## src/rtl/cmdbuf_pkg.sv

```systemverilog
`timescale 1ns/1ps
package cmdbuf_pkg;

  localparam int unsigned CB_DATA_W   = 28;
  localparam int unsigned CB_PAR_W    = 22;
  localparam int unsigned CB_HOLD_CYC = 2;

  typedef enum logic {
    FLAG_ERR = 1'b0,
    FLAG_OK  = 1'b1
  } flag_t;

  // width of a down-counter that must hold values up to n-1
  function automatic int unsigned cnt_width(input int unsigned n);
    return (n <= 2) ? 1 : $clog2(n);
  endfunction

endpackage

```

## src/rtl/cmdbuf_cs_decode.sv

```systemverilog
`timescale 1ns/1ps
module cmdbuf_cs_decode #(
  parameter int unsigned NUM_PAIRS = 2
) (
  input  logic [2*NUM_PAIRS-1:0] cs,
  input  logic                   gate_en,
  output logic                   eval_en,
  output logic                   lpm
);

  logic [NUM_PAIRS-1:0] pair_act;

  // a pair is active when any of its two selects is low
  for (genvar p = 0; p < NUM_PAIRS; p++) begin : g_pair
    assign pair_act[p] = ~&cs[2*p +: 2];
  end

  assign eval_en = |pair_act;
  assign lpm     = gate_en & ~eval_en;

endmodule

```

## src/rtl/cmdbuf_out_reg.sv

```systemverilog
`timescale 1ns/1ps
module cmdbuf_out_reg #(
  parameter int unsigned DATA_W = 28,
  parameter int unsigned COPIES = 2
) (
  input  logic                           clk,
  input  logic                           rst_n,
  input  logic                           cap_en,
  input  logic [DATA_W-1:0]              d,
  output logic [COPIES-1:0][DATA_W-1:0]  q
);

  // one physical register per copy, all loaded on the same edge
  for (genvar c = 0; c < COPIES; c++) begin : g_copy
    always_ff @(posedge clk or negedge rst_n) begin
      if (!rst_n) begin
        q[c] <= '0;
      end else if (cap_en) begin
        q[c] <= d;
      end
    end
  end

endmodule

```

## src/rtl/cmdbuf_parity_chk.sv

```systemverilog
`timescale 1ns/1ps
module cmdbuf_parity_chk
  import cmdbuf_pkg::*;
#(
  parameter int unsigned PAR_W    = 22,
  parameter int unsigned HOLD_CYC = 2
) (
  input  logic             clk,
  input  logic             rst_n,
  input  logic             eval_en,
  input  logic [PAR_W-1:0] d,
  input  logic             par_in,
  output logic             err_n
);

  localparam int unsigned      CNT_W  = cnt_width(HOLD_CYC);
  localparam logic [CNT_W-1:0] RELOAD = CNT_W'(HOLD_CYC - 1);

  logic             eval_q;
  logic             par_q;
  logic [CNT_W-1:0] hold_q;
  flag_t            flag_q;
  logic             mismatch;

  // stage 1: reduce the covered bits to one bit and remember if it counts
  always_ff @(posedge clk or negedge rst_n) begin
    if (!rst_n) begin
      eval_q <= 1'b0;
      par_q  <= 1'b0;
    end else begin
      eval_q <= eval_en;
      par_q  <= ^d;
    end
  end

  assign mismatch = eval_q & (par_q ^ par_in);

  // stage 2: compare with the late parity bit, stretch the error
  always_ff @(posedge clk or negedge rst_n) begin
    if (!rst_n) begin
      flag_q <= FLAG_OK;
      hold_q <= '0;
    end else if (eval_q) begin
      if (par_q ^ par_in) begin
        flag_q <= FLAG_ERR;
        hold_q <= RELOAD;
      end else if (hold_q != '0) begin
        hold_q <= hold_q - 1'b1;
      end else begin
        flag_q <= FLAG_OK;
      end
    end
  end

  assign err_n = (flag_q == FLAG_OK);

  AST_FLAG_FROZEN: assert property (@(posedge clk) disable iff (!rst_n)
    !eval_q |=> $stable(err_n));

  AST_FALL_HAS_CAUSE: assert property (@(posedge clk) disable iff (!rst_n)
    $fell(err_n) |-> $past(mismatch));

  AST_RISE_CLEAN: assert property (@(posedge clk) disable iff (!rst_n)
    $rose(err_n) |-> $past(eval_q && !mismatch));

  if (HOLD_CYC > 1) begin : g_min_low
    AST_MIN_LOW: assert property (@(posedge clk) disable iff (!rst_n)
      $fell(err_n) |=> !err_n);
  end

endmodule

```

## src/rtl/cmdbuf_reg_par.sv

```systemverilog
`timescale 1ns/1ps
module cmdbuf_reg_par
  import cmdbuf_pkg::*;
#(
  parameter int unsigned DATA_W   = CB_DATA_W,
  parameter int unsigned PAR_W    = CB_PAR_W,
  parameter int unsigned HOLD_CYC = CB_HOLD_CYC
) (
  input  logic              clk,
  input  logic              rst_n,
  input  logic [DATA_W-1:0] din,
  input  logic              par_in,
  input  logic [1:0]        cs_a,
  input  logic [1:0]        cs_b,
  input  logic              gate_en,
  output logic [DATA_W-1:0] qa,
  output logic [DATA_W-1:0] qb,
  output logic              err_n
);

  localparam int unsigned NUM_PAIRS = 2;
  localparam int unsigned COPIES    = 2;

  logic                          eval_en;
  logic                          lpm;
  logic [COPIES-1:0][DATA_W-1:0] q_copy;

  cmdbuf_cs_decode #(
    .NUM_PAIRS (NUM_PAIRS)
  ) i_cs_decode (
    .cs      ({cs_b, cs_a}),
    .gate_en (gate_en),
    .eval_en (eval_en),
    .lpm     (lpm)
  );

  cmdbuf_out_reg #(
    .DATA_W (DATA_W),
    .COPIES (COPIES)
  ) i_out_reg (
    .clk    (clk),
    .rst_n  (rst_n),
    .cap_en (!lpm),
    .d      (din),
    .q      (q_copy)
  );

  cmdbuf_parity_chk #(
    .PAR_W    (PAR_W),
    .HOLD_CYC (HOLD_CYC)
  ) i_parity_chk (
    .clk     (clk),
    .rst_n   (rst_n),
    .eval_en (eval_en),
    .d       (din[PAR_W-1:0]),
    .par_in  (par_in),
    .err_n   (err_n)
  );

  assign qa = q_copy[0];
  assign qb = q_copy[1];

  AST_COPIES_MATCH: assert property (@(posedge clk) disable iff (!rst_n)
    qa == qb);

  AST_CAPTURE: assert property (@(posedge clk) disable iff (!rst_n)
    !lpm |=> qa == $past(din));

  AST_LPM_HOLD: assert property (@(posedge clk) disable iff (!rst_n)
    lpm |=> $stable(qa));

endmodule

```

## config.mk

```make
export PLATFORM = sky130hd
export DESIGN_NAME = cmdbuf_reg_par
export DESIGN_NICKNAME = d
export VERILOG_FILES = /design/src/rtl/cmdbuf_pkg.sv /design/src/rtl/cmdbuf_cs_decode.sv /design/src/rtl/cmdbuf_out_reg.sv /design/src/rtl/cmdbuf_parity_chk.sv /design/src/rtl/cmdbuf_reg_par.sv
export SDC_FILE = /design/constraint.sdc
export NUM_CORES = 1
export LEC_CHECK = 0
export BUFFER_PORTS_ARGS = -buffer_cell sky130_fd_sc_hd__buf_2
export CAP_MARGIN = 15
export CORE_ASPECT_RATIO = 1.4
export CORE_MARGIN = 1
export CORE_UTILIZATION = 47
export DETAILED_ROUTE_END_ITERATION = 12
export GPL_TIMING_DRIVEN = 0
export MAX_ROUTING_LAYER = met4
export PLACE_DENSITY = 0.84
export SLEW_MARGIN = 5
export SYNTH_ARGS = -nofsm -noshare
export SYNTH_HDL_FRONTEND = slang
export SYNTH_SLANG_ARGS = --single-unit
```

## constraint.sdc

```tcl
create_clock -name clk -period 2.8 [get_ports clk]
set_clock_uncertainty 0.15 [all_clocks]
set_input_delay 0.56 -clock clk [delete_from_list [all_inputs] [get_ports clk]]
set_output_delay 0.56 -clock clk [all_outputs]
set_load 0.1 [all_outputs]
```

# Word-level counts from Yosys, hierarchy flattened
# Index checks and enable logic that the tools add are counted.
word_totals:
  register_bits: 32
  input_bits: 36
  out_inout_bits: 57
  wordCells: 21
classes:
  add_sub_neg: 1
  eq_ne: 1
  mux: 4
  bitwise_logic: 3
  n_reduce_logical: 7
op_table:
  columns: ["op", "count"]
  rows:
  - ["22-bit parity", 1]
  - ["2-bit AND reduction", 3]
  - ["1-bit two-way mux", 4]
  - ["1-bit logical NOT", 2]
  - ["2-bit != test, second input constant", 1]
  - ["2-bit OR reduction", 1]
  - ["1-bit bitwise AND", 1]
  - ["1-bit NOT", 1]
  - ["1-bit subtractor, second input constant", 1]
  - ["1-bit bitwise XOR", 1]

# Logic depth before layout (Yosys ltp)
# Gate-level depths: netlist of the first run.
depth:
  word_depth: 5
  ltp_mapped: 5
  depth_no_buf: 4

# Hierarchy
# Synthesis of the first run repeated with hierarchy kept, for this count alone.
unflattened:
  hier_cells: 121
  hier_area_um2: 1700.4
by_module_without_submodules:
  columns: ["mod", "instances", "cells_each", "area_per_inst_um2", "seq_area_each_um2"]
  rows:
  - ["cmdbuf_out_reg", 1, 87, 1352.5, 700.7]
  - ["cmdbuf_parity_chk", 1, 30, 321.6, 101.3]
  - ["cmdbuf_cs_decode", 1, 3, 22.5, 0.0]
  - ["cmdbuf_reg_par", 1, 1, 3.8, 0.0]

# Worst setup path after synthesis of the first run
# Ideal clock, no wire load.
synth_path:
  path_kind: "flip-flop to output port"
  startpoint: "register i_out_reg.q[0] (netlist name)"
  endpoint: "output qb[0]"
  t_arrival_ns: 1.340
  required_time_ns: 2.090
  slack_ns: 0.750
  stages_incl_launch_ff: 2
  n_path_buf: 1
  path_cell_list: "dfrtp_1 > buf_4"
synth_lines:
  columns: ["element", "line_no", "rtl"]
  rows:
  - ["end: declaration", "cmdbuf_reg_par.sv:17", "output logic [DATA_W-1:0] qb,"]

# Worst setup path after layout of the first run
layout_path:
  startpoint: "register i_parity_chk.flag_q (netlist: i_parity_chk.err_n)"
  endpoint: "output err_n"
layout_lines:
  columns: ["element", "line_no", "rtl"]
  rows:
  - ["start: declaration", "cmdbuf_parity_chk.sv:22", "flag_t flag_q;"]
  - ["start signal: assignment", "cmdbuf_parity_chk.sv:41", "flag_q <= FLAG_OK;"]
  - ["start signal: assignment", "cmdbuf_parity_chk.sv:45", "flag_q <= FLAG_ERR;"]
  - ["start signal: assignment", "cmdbuf_parity_chk.sv:50", "flag_q <= FLAG_OK;"]
  - ["end: declaration", "cmdbuf_reg_par.sv:18", "output logic err_n"]
# No word-level cell between the ends.

==> metrics.txt, run 1 <==
status complete, no violations; final core occ 0.6690; Die H 72.75 um; Ports 93; CP Launch Type register; Max Freq 516.1 MHz; Max stage delay on crit path 0.53 ns; Crit path arrival time 1.23 ns; post-DP HPWL 2504 um; Core Area 0.003410 sq mm; RSZ-0062 raised after global routing no; Placement Cell Area 0.002191 sq mm; post_cts resized 0; Pleak 1.244 nW; number of global-route vias before repair 1104; Peak VDD IR 0.5388 mV; Root Buffer clkbuf_8; CP Cell Sequence buf_2; crit end category output pin; CTS max path bufs 2; Worst Path Max Fanout 2; 1st-iter DRT viols 12; total grt overflow 0; Worst Path Required 2.09 ns; top cell type's share of synthesized area 0.4617; syn avg cell area 14.00 sq um; vias per cell 4.581; # fillers 279; number of core rows 25; fraction of layout cells with a size suffix above 1 0.6864; Crit. Startpoint i_parity_chk.err_n; cell taking the most area after synthesis dfrtp_1; PortBufs 92; largest net degree at the start of global routing 33; DR WL/cell 12.27 um; Flop pwr share 0.343; yosys warns 0; Synth area leaders dfrtp_1 46%, mux2_4 18%, buf_4 13%; Synth Net Count 156; Slew HR 0.5343; first-pass GRT wire length 5002 um; H-tree Lvls 2; Period minus WS final 1.938 ns; CP Class register to output pin; worst hold path class input pin to asynchronous set/reset pin; FF-to-FF Start i_out_reg.q[8]; Residual DRC 0; # nets final 255; delay-heaviest family, CP flip-flops; Die ar. 0.003822 sq mm; # Max-Cap Violations 0; endpoints failing hold 0; internal power 0.8923 mW; commonest non-fill, non-tap cell in the layout buf_2; Setup Buffers After CTS 0; fraction of the yosys area taken by sequential cells 0.4773; Antenna Nets Post-Route 0; switching power 0.6955 mW; vias after detailed routing 1191; Area Overhead vs Synth 35.74%; WP buf/inv 1; clock network power share 0.225; Tcrit/Tclk final 0.6920; Setup-failing EPs final 0; CTS Buf Count 5; Skew-Pair Late Insertion Delay 0.27 ns; n_diodes 0; starting density of the core 0.4928; Seq cells post-synth 32; Total Routing Usage GR 0.1841; combinational fraction of design power 0.433; pins over their slew limit 0; Routability Congestion 0.7075; 1st-pass router iterations 2; # hold bufs at CTS 0; actual slew at the worst max-slew pin 0.6986 ns; clk sinks 32; Post-Syn Instances 120; setup TNS 0 ns; Netlist cell types 16; initial antenna violation count 0; Post-Syn Area 0.001680 sq mm; commonest non-fill, non-tap cells in the layout 92 x buf_2, 31 x dfrtp_1, 28 x buf_4, 20 x mux2_4, 16 x xnor2_1; Layout Cell Area excl Fill 0.002281 sq mm; Die X-Extent 52.54 um; Clock Pin Slew Worst Setup and Hold Paths 0.06 ns; slowest cell on the critical path dfstp_2; Net Sw Frac 0.4380; Total Wirelength 3190 um; CTS tree yes; P per Cell Area 696.1 mW/mm^2
area by class of cell:
class,count,area [sq um],area share
Timing Repair Buffer,92,460.4,0.2019
Inverter,2,7.507,0.003291
Tap cell,40,50.05,0.02194
Multi-Input combinational cell,55,626.9,0.2748
Buffer,31,244.0,0.1070
Clock buffer,8,90.09,0.03950
Sequential cell,32,802.0,0.3516
synthesized netlist by cell type (all sizes together):
library cell  count
xnor2            17
dfrtp            31
o21ai             1
xor2              3
a21oi             2
inv               2
dfstp             1
xnor3             1
nand4             1
buf              31
mux2             28
nand2             1
or2               1
routing by layer:
metal / track usage / up-vias / wire length (um)
li1: - / 562 / -
met1: 0.2062 / 576 / 1233
met2: 0.3179 / 48 / 1746
met3: 0.04583 / 5 / 181
met4: 0.05263 / 0 / 29
met5: - / - / 0
flip-flops by register name, indices dropped and copies added (netlist names):
signal,cells
i_parity_chk.par_q,1
i_parity_chk.err_n,1
i_parity_chk.hold_q,1
i_out_reg.q,28
i_parity_chk.eval_q,1
through the flow:
| step | setup slack, ns | hold slack [ns] | power (mW) | instances |
|---|---|---|---|---|
| 2_1_floorplan | 0.7502 | 0.1144 | 1.130 | 120 |
| 3_3_place_gp | 0.9161 | 0.2837 | 1.235 | 252 |
| 3_5_place_dp | 0.9201 | 0.2970 | 1.245 | 252 |
| 4_1_cts | 0.8491 | 0.1971 | 1.604 | 260 |
| 5_1_grt | 0.8385 | 0.2353 | 1.647 | 260 |
| 6_report | 0.8624 | 0.1792 | 1.588 | 260 |
path summary, 6_finish.rpt:
path	end	slack [ns]	cells past startpoint
max	err_n	0.86	1
min	i_out_reg.q[25]	0.18	1
max reg2reg	i_out_reg.q[8]	1.83	1
min reg2reg	i_parity_chk.err_n	0.30	1
max in group asynchronous	i_parity_chk.hold_q	1.88	1
min in group clk	i_parity_chk.err_n	0.30	1
cells by family (layout without fill, tap and decap cells):
group | Yosys count | in the layout | synth area share
flip-flops | 32 | 32 | 0.4773
AND/OR/NAND/NOR | 3 | 3 | 0.009682
XOR/XNOR | 21 | 21 | 0.1221
buffers and inverters | 33 | 133 | 0.1497
AO/OA/AOI/OAI | 3 | 3 | 0.008933
multiplexers | 28 | 28 | 0.2323
power groups by stage:
stage	clock network, mW	logic [mW]	registers (mW)
finish	0.357	0.687	0.544
floorplan	0	0.353	0.776
global route	0.383	0.715	0.549
CTS	0.365	0.693	0.546
detailed placement	0	0.692	0.553
global placement	0	0.685	0.550
Power figures use the tool's default switching activity.
==> inputs of run 2 (changes only) <==
--- a/config.mk
+++ b/config.mk
@@ -5,15 +5,16 @@
 export SDC_FILE = /design/constraint.sdc
 export NUM_CORES = 1
 export LEC_CHECK = 0
+export ABC_AREA = 1
 export BUFFER_PORTS_ARGS = -buffer_cell sky130_fd_sc_hd__buf_2
 export CAP_MARGIN = 15
 export CORE_ASPECT_RATIO = 1.4
 export CORE_MARGIN = 1
-export CORE_UTILIZATION = 47
+export CORE_UTILIZATION = 42
 export DETAILED_ROUTE_END_ITERATION = 12
 export GPL_TIMING_DRIVEN = 0
 export MAX_ROUTING_LAYER = met4
-export PLACE_DENSITY = 0.84
+export PLACE_DENSITY = 0.77
 export SLEW_MARGIN = 5
 export SYNTH_ARGS = -nofsm -noshare
 export SYNTH_HDL_FRONTEND = slang
==> constraint.sdc (replaced) <==
create_clock -name clk -period 1.7 [get_ports clk]
set_clock_uncertainty 0.15 [all_clocks]
set_input_delay 0.34 -clock clk [delete_from_list [all_inputs] [get_ports clk]]
set_output_delay 0.34 -clock clk [all_outputs]
set_load 0.1 [all_outputs]
==> metrics.txt, run 2 <==
Skew-Pair Late Insertion Delay 0.28 ns (about the same); final core occ 0.6077 (-0.06127); met2 Use GR 0.3169 (-0.001008); Core Area 0.004309 sq mm (+26%); M1 GR Usage 0.1777 (-0.02855); hold path start cs_a[1]; Largest Register i_out_reg.q; Hold Path Cell Cnt 2; yosys warns 0 (unchanged); Period minus WS final 1.661 ns; status complete, no violations; Routability Congestion 0.7192 (+1.7%); Peak VDD IR 0.6089 mV (+13%); Antenna Nets Post-Route 0 (unchanged); Slew HR 0.5249 (-0.009409); Worst Path Required 1.21 ns (-0.88 ns); vias per cell 4.378 (-4.4%); 1st-pass router iterations 4 (+2); setup TNS 0 ns (unchanged); Post-Syn Instances 217 (+81%); Tcrit/Tclk final 0.9770; crit end category output pin; Setup Buffers After CTS 0 (unchanged); # nets final 353 (+38%); R2R Setup Slk 0.74 ns (-1.09 ns); total grt overflow 0 (unchanged); Worst Hold End i_parity_chk.eval_q; Worst Path Max Fanout 3 (+1); Netlist cell types 19 (+3); worst hold path class input pin to register; CTS Buf Count 5 (unchanged); number of core rows 28 (+12%); P per Cell Area 1012 mW/mm^2 (+45%); max reg flops 28 (unchanged); Clock Pin Slew Worst Setup and Hold Paths 0.07 ns (about the same); endpoints failing hold 0 (unchanged); Total Wirelength 4022 um (+26%); 1st-iter DRT viols 38 (+26); commonest non-fill, non-tap cell in the layout buf_2; commonest non-fill, non-tap cells in the layout 84 x buf_2, 72 x nand2_1, 29 x buf_4, 28 x dfrtp_2, 18 x inv_1; CTS max path bufs 2 (unchanged); fraction of layout cells with a size suffix above 1 0.5943 (-0.09202); CTS tree yes; largest net degree at the start of global routing 33 (unchanged); commonest cells in the netlist 72 x nand2_1, 31 x dfrtp_1, 28 x buf_4; clk sinks 32 (unchanged); Async S/R FF share, synth 1.000 (unchanged); busiest metal layer after global routing met2; pins over their slew limit 0 (unchanged); FF-to-FF Start i_out_reg.q[10]; number of global-route vias before repair 1481 (+34%); first-pass GRT wire length 6168 um (+23%); Die H 82.12 um (+13%); number of synthesized flops with an enable pin 0 (unchanged); cell taking the most area after synthesis dfrtp_1; Synth area leaders dfrtp_1 40%, nand2_1 14%, mux2_4 12%; initial antenna violation count 0 (unchanged); most common cell in the netlist nand2_1; syn avg cell area 8.874 sq um (-37%); RSZ-0062 raised after global routing no; Die ar. 0.004863 sq mm (+27%); Post-Syn Area 0.001926 sq mm (+15%); PortBufs 92 (unchanged); Root Buffer clkbuf_8; Ports 93 (unchanged); Seq cells post-synth 32 (unchanged); # Max-Cap Violations 0 (unchanged); Die X-Extent 59.23 um (+13%); H-tree Lvls 2 (unchanged); final hold slack 0.1159 ns (-0.06329 ns); actual slew at the worst max-slew pin 0.7127 ns (+0.01411 ns); CP Class register to output pin; Reg2Reg Capture Point i_out_reg.q[10]; starting density of the core 0.4469 (-0.04598); n_diodes 0 (unchanged); Layout Cell Area excl Fill 0.002619 sq mm (+15%); Area Overhead vs Synth 36.00%; Pleak 1.490 nW (+20%); Setup-failing EPs final 0 (unchanged); DR WL/cell 10.64 um (-13%); Synth Net Count 253 (+62%); Total Routing Usage GR 0.1747 (-0.009436); CP Launch Type register; Residual DRC 0 (unchanged); Placement Cell Area 0.002496 sq mm (+14%); Reg2Reg Depth 1 (unchanged); top cell type's share of synthesized area 0.4029 (-0.05879); M3 GR Usage 0.04517 (-0.0006620); vias after detailed routing 1655 (+39%); post-DP HPWL 3201 um (+28%); fraction of the yosys area taken by sequential cells 0.4165 (-0.06079); Max Freq 602.1 MHz; Crit path arrival time 1.17 ns (-0.06 ns); Post-synth top flop dfrtp_1
[run 2: cell count changes after synthesis, sizes merged, moves of 6 or more]
| cell | previous run | this run |
|---|---|---|
| nand2 | 1 | 73 |
| inv | 2 | 19 |
| nor2 | 0 | 14 |
| a21oi | 2 | 14 |
| mux2 | 28 | 16 |
| xnor2 | 17 | 5 |
| nand3 | 0 | 6 |
[run 2: what timing repair did]
item	4_1_cts	5_1_grt
hold buffers	1	0
endpoints found under the setup margin	1	7
resized for setup	1	7
cloned	0	0
hold endpoints to repair	30	0
[run 2: power breakdown]
part / internal (mW) / total, mW / switching [mW]
Sequential: 0.846 / 0.891 / 0.0445
Clock: 0.323 / 0.605 / 0.282
Combinational: 0.258 / 1.16 / 0.897
Total: 1.43 / 2.65 / 1.22
[run 2: critical path, cell delays in order (launching register included)]
cell	delay (ns)
dfrtp_2	0.38
buf_4	0.10
buf_2	0.41
[run 2: cell type report]
class | count | area (sq um)
buffer | 32 | 247.7
clock buffer | 6 | 82.58
clock inverter | 2 | 10.01
fill | 408 | 1690
inverter | 19 | 71.32
multi-input combinational | 134 | 804.5
sequential | 32 | 837.1
tap | 60 | 75.07
timing repair buffer | 93 | 490.5
[run 2: kinds of logic (layout without fill, tap and decap cells)]
family | after synthesis | count (layout) | synth area share
multiplexers | 16 | 16 | 0.1228
buffers and inverters | 51 | 152 | 0.1657
XOR/XNOR | 9 | 9 | 0.04093
AND/OR/NAND/NOR | 94 | 94 | 0.1956
AO/OA/AOI/OAI | 15 | 15 | 0.05848
flip-flops | 32 | 32 | 0.4165
[run 2: through the flow]
| step | worst slack (ns) | instances | total power, mW |
|---|---|---|---|
| 6_report | 0.03912 | 378 | 2.651 |
| 5_1_grt | 0.003722 | 378 | 2.768 |
| 4_1_cts | 0.01911 | 378 | 2.673 |
| 3_5_place_dp | 0.1725 | 369 | 2.055 |
| 3_3_place_gp | 0.1908 | 369 | 2.035 |
| 2_1_floorplan | 0.1635 | 217 | 1.852 |
[run 2: how the worst max path moves through the flow]
stage                                from         endpoint  slack, ns  cells after the start
after floorplan            i_out_reg.q[0]            qb[0]       0.16                      1
after detailed placement          cs_b[1]  i_out_reg.q[19]       0.17                      7
after global placement            cs_b[1]  i_out_reg.q[16]       0.19                      7
final                     i_out_reg.q[14]           qb[14]       0.04                      2
after CTS                 i_out_reg.q[19]           qb[19]       0.02                      2
after global routing      i_out_reg.q[15]           qb[15]      0.004                      2
[run 2: metal layers]
metal	up-vias	share of wire
met2	58	0.55
met4	0	0.012
met3	5	0.055
met1	749	0.38
li1	843	-
met5	-	0
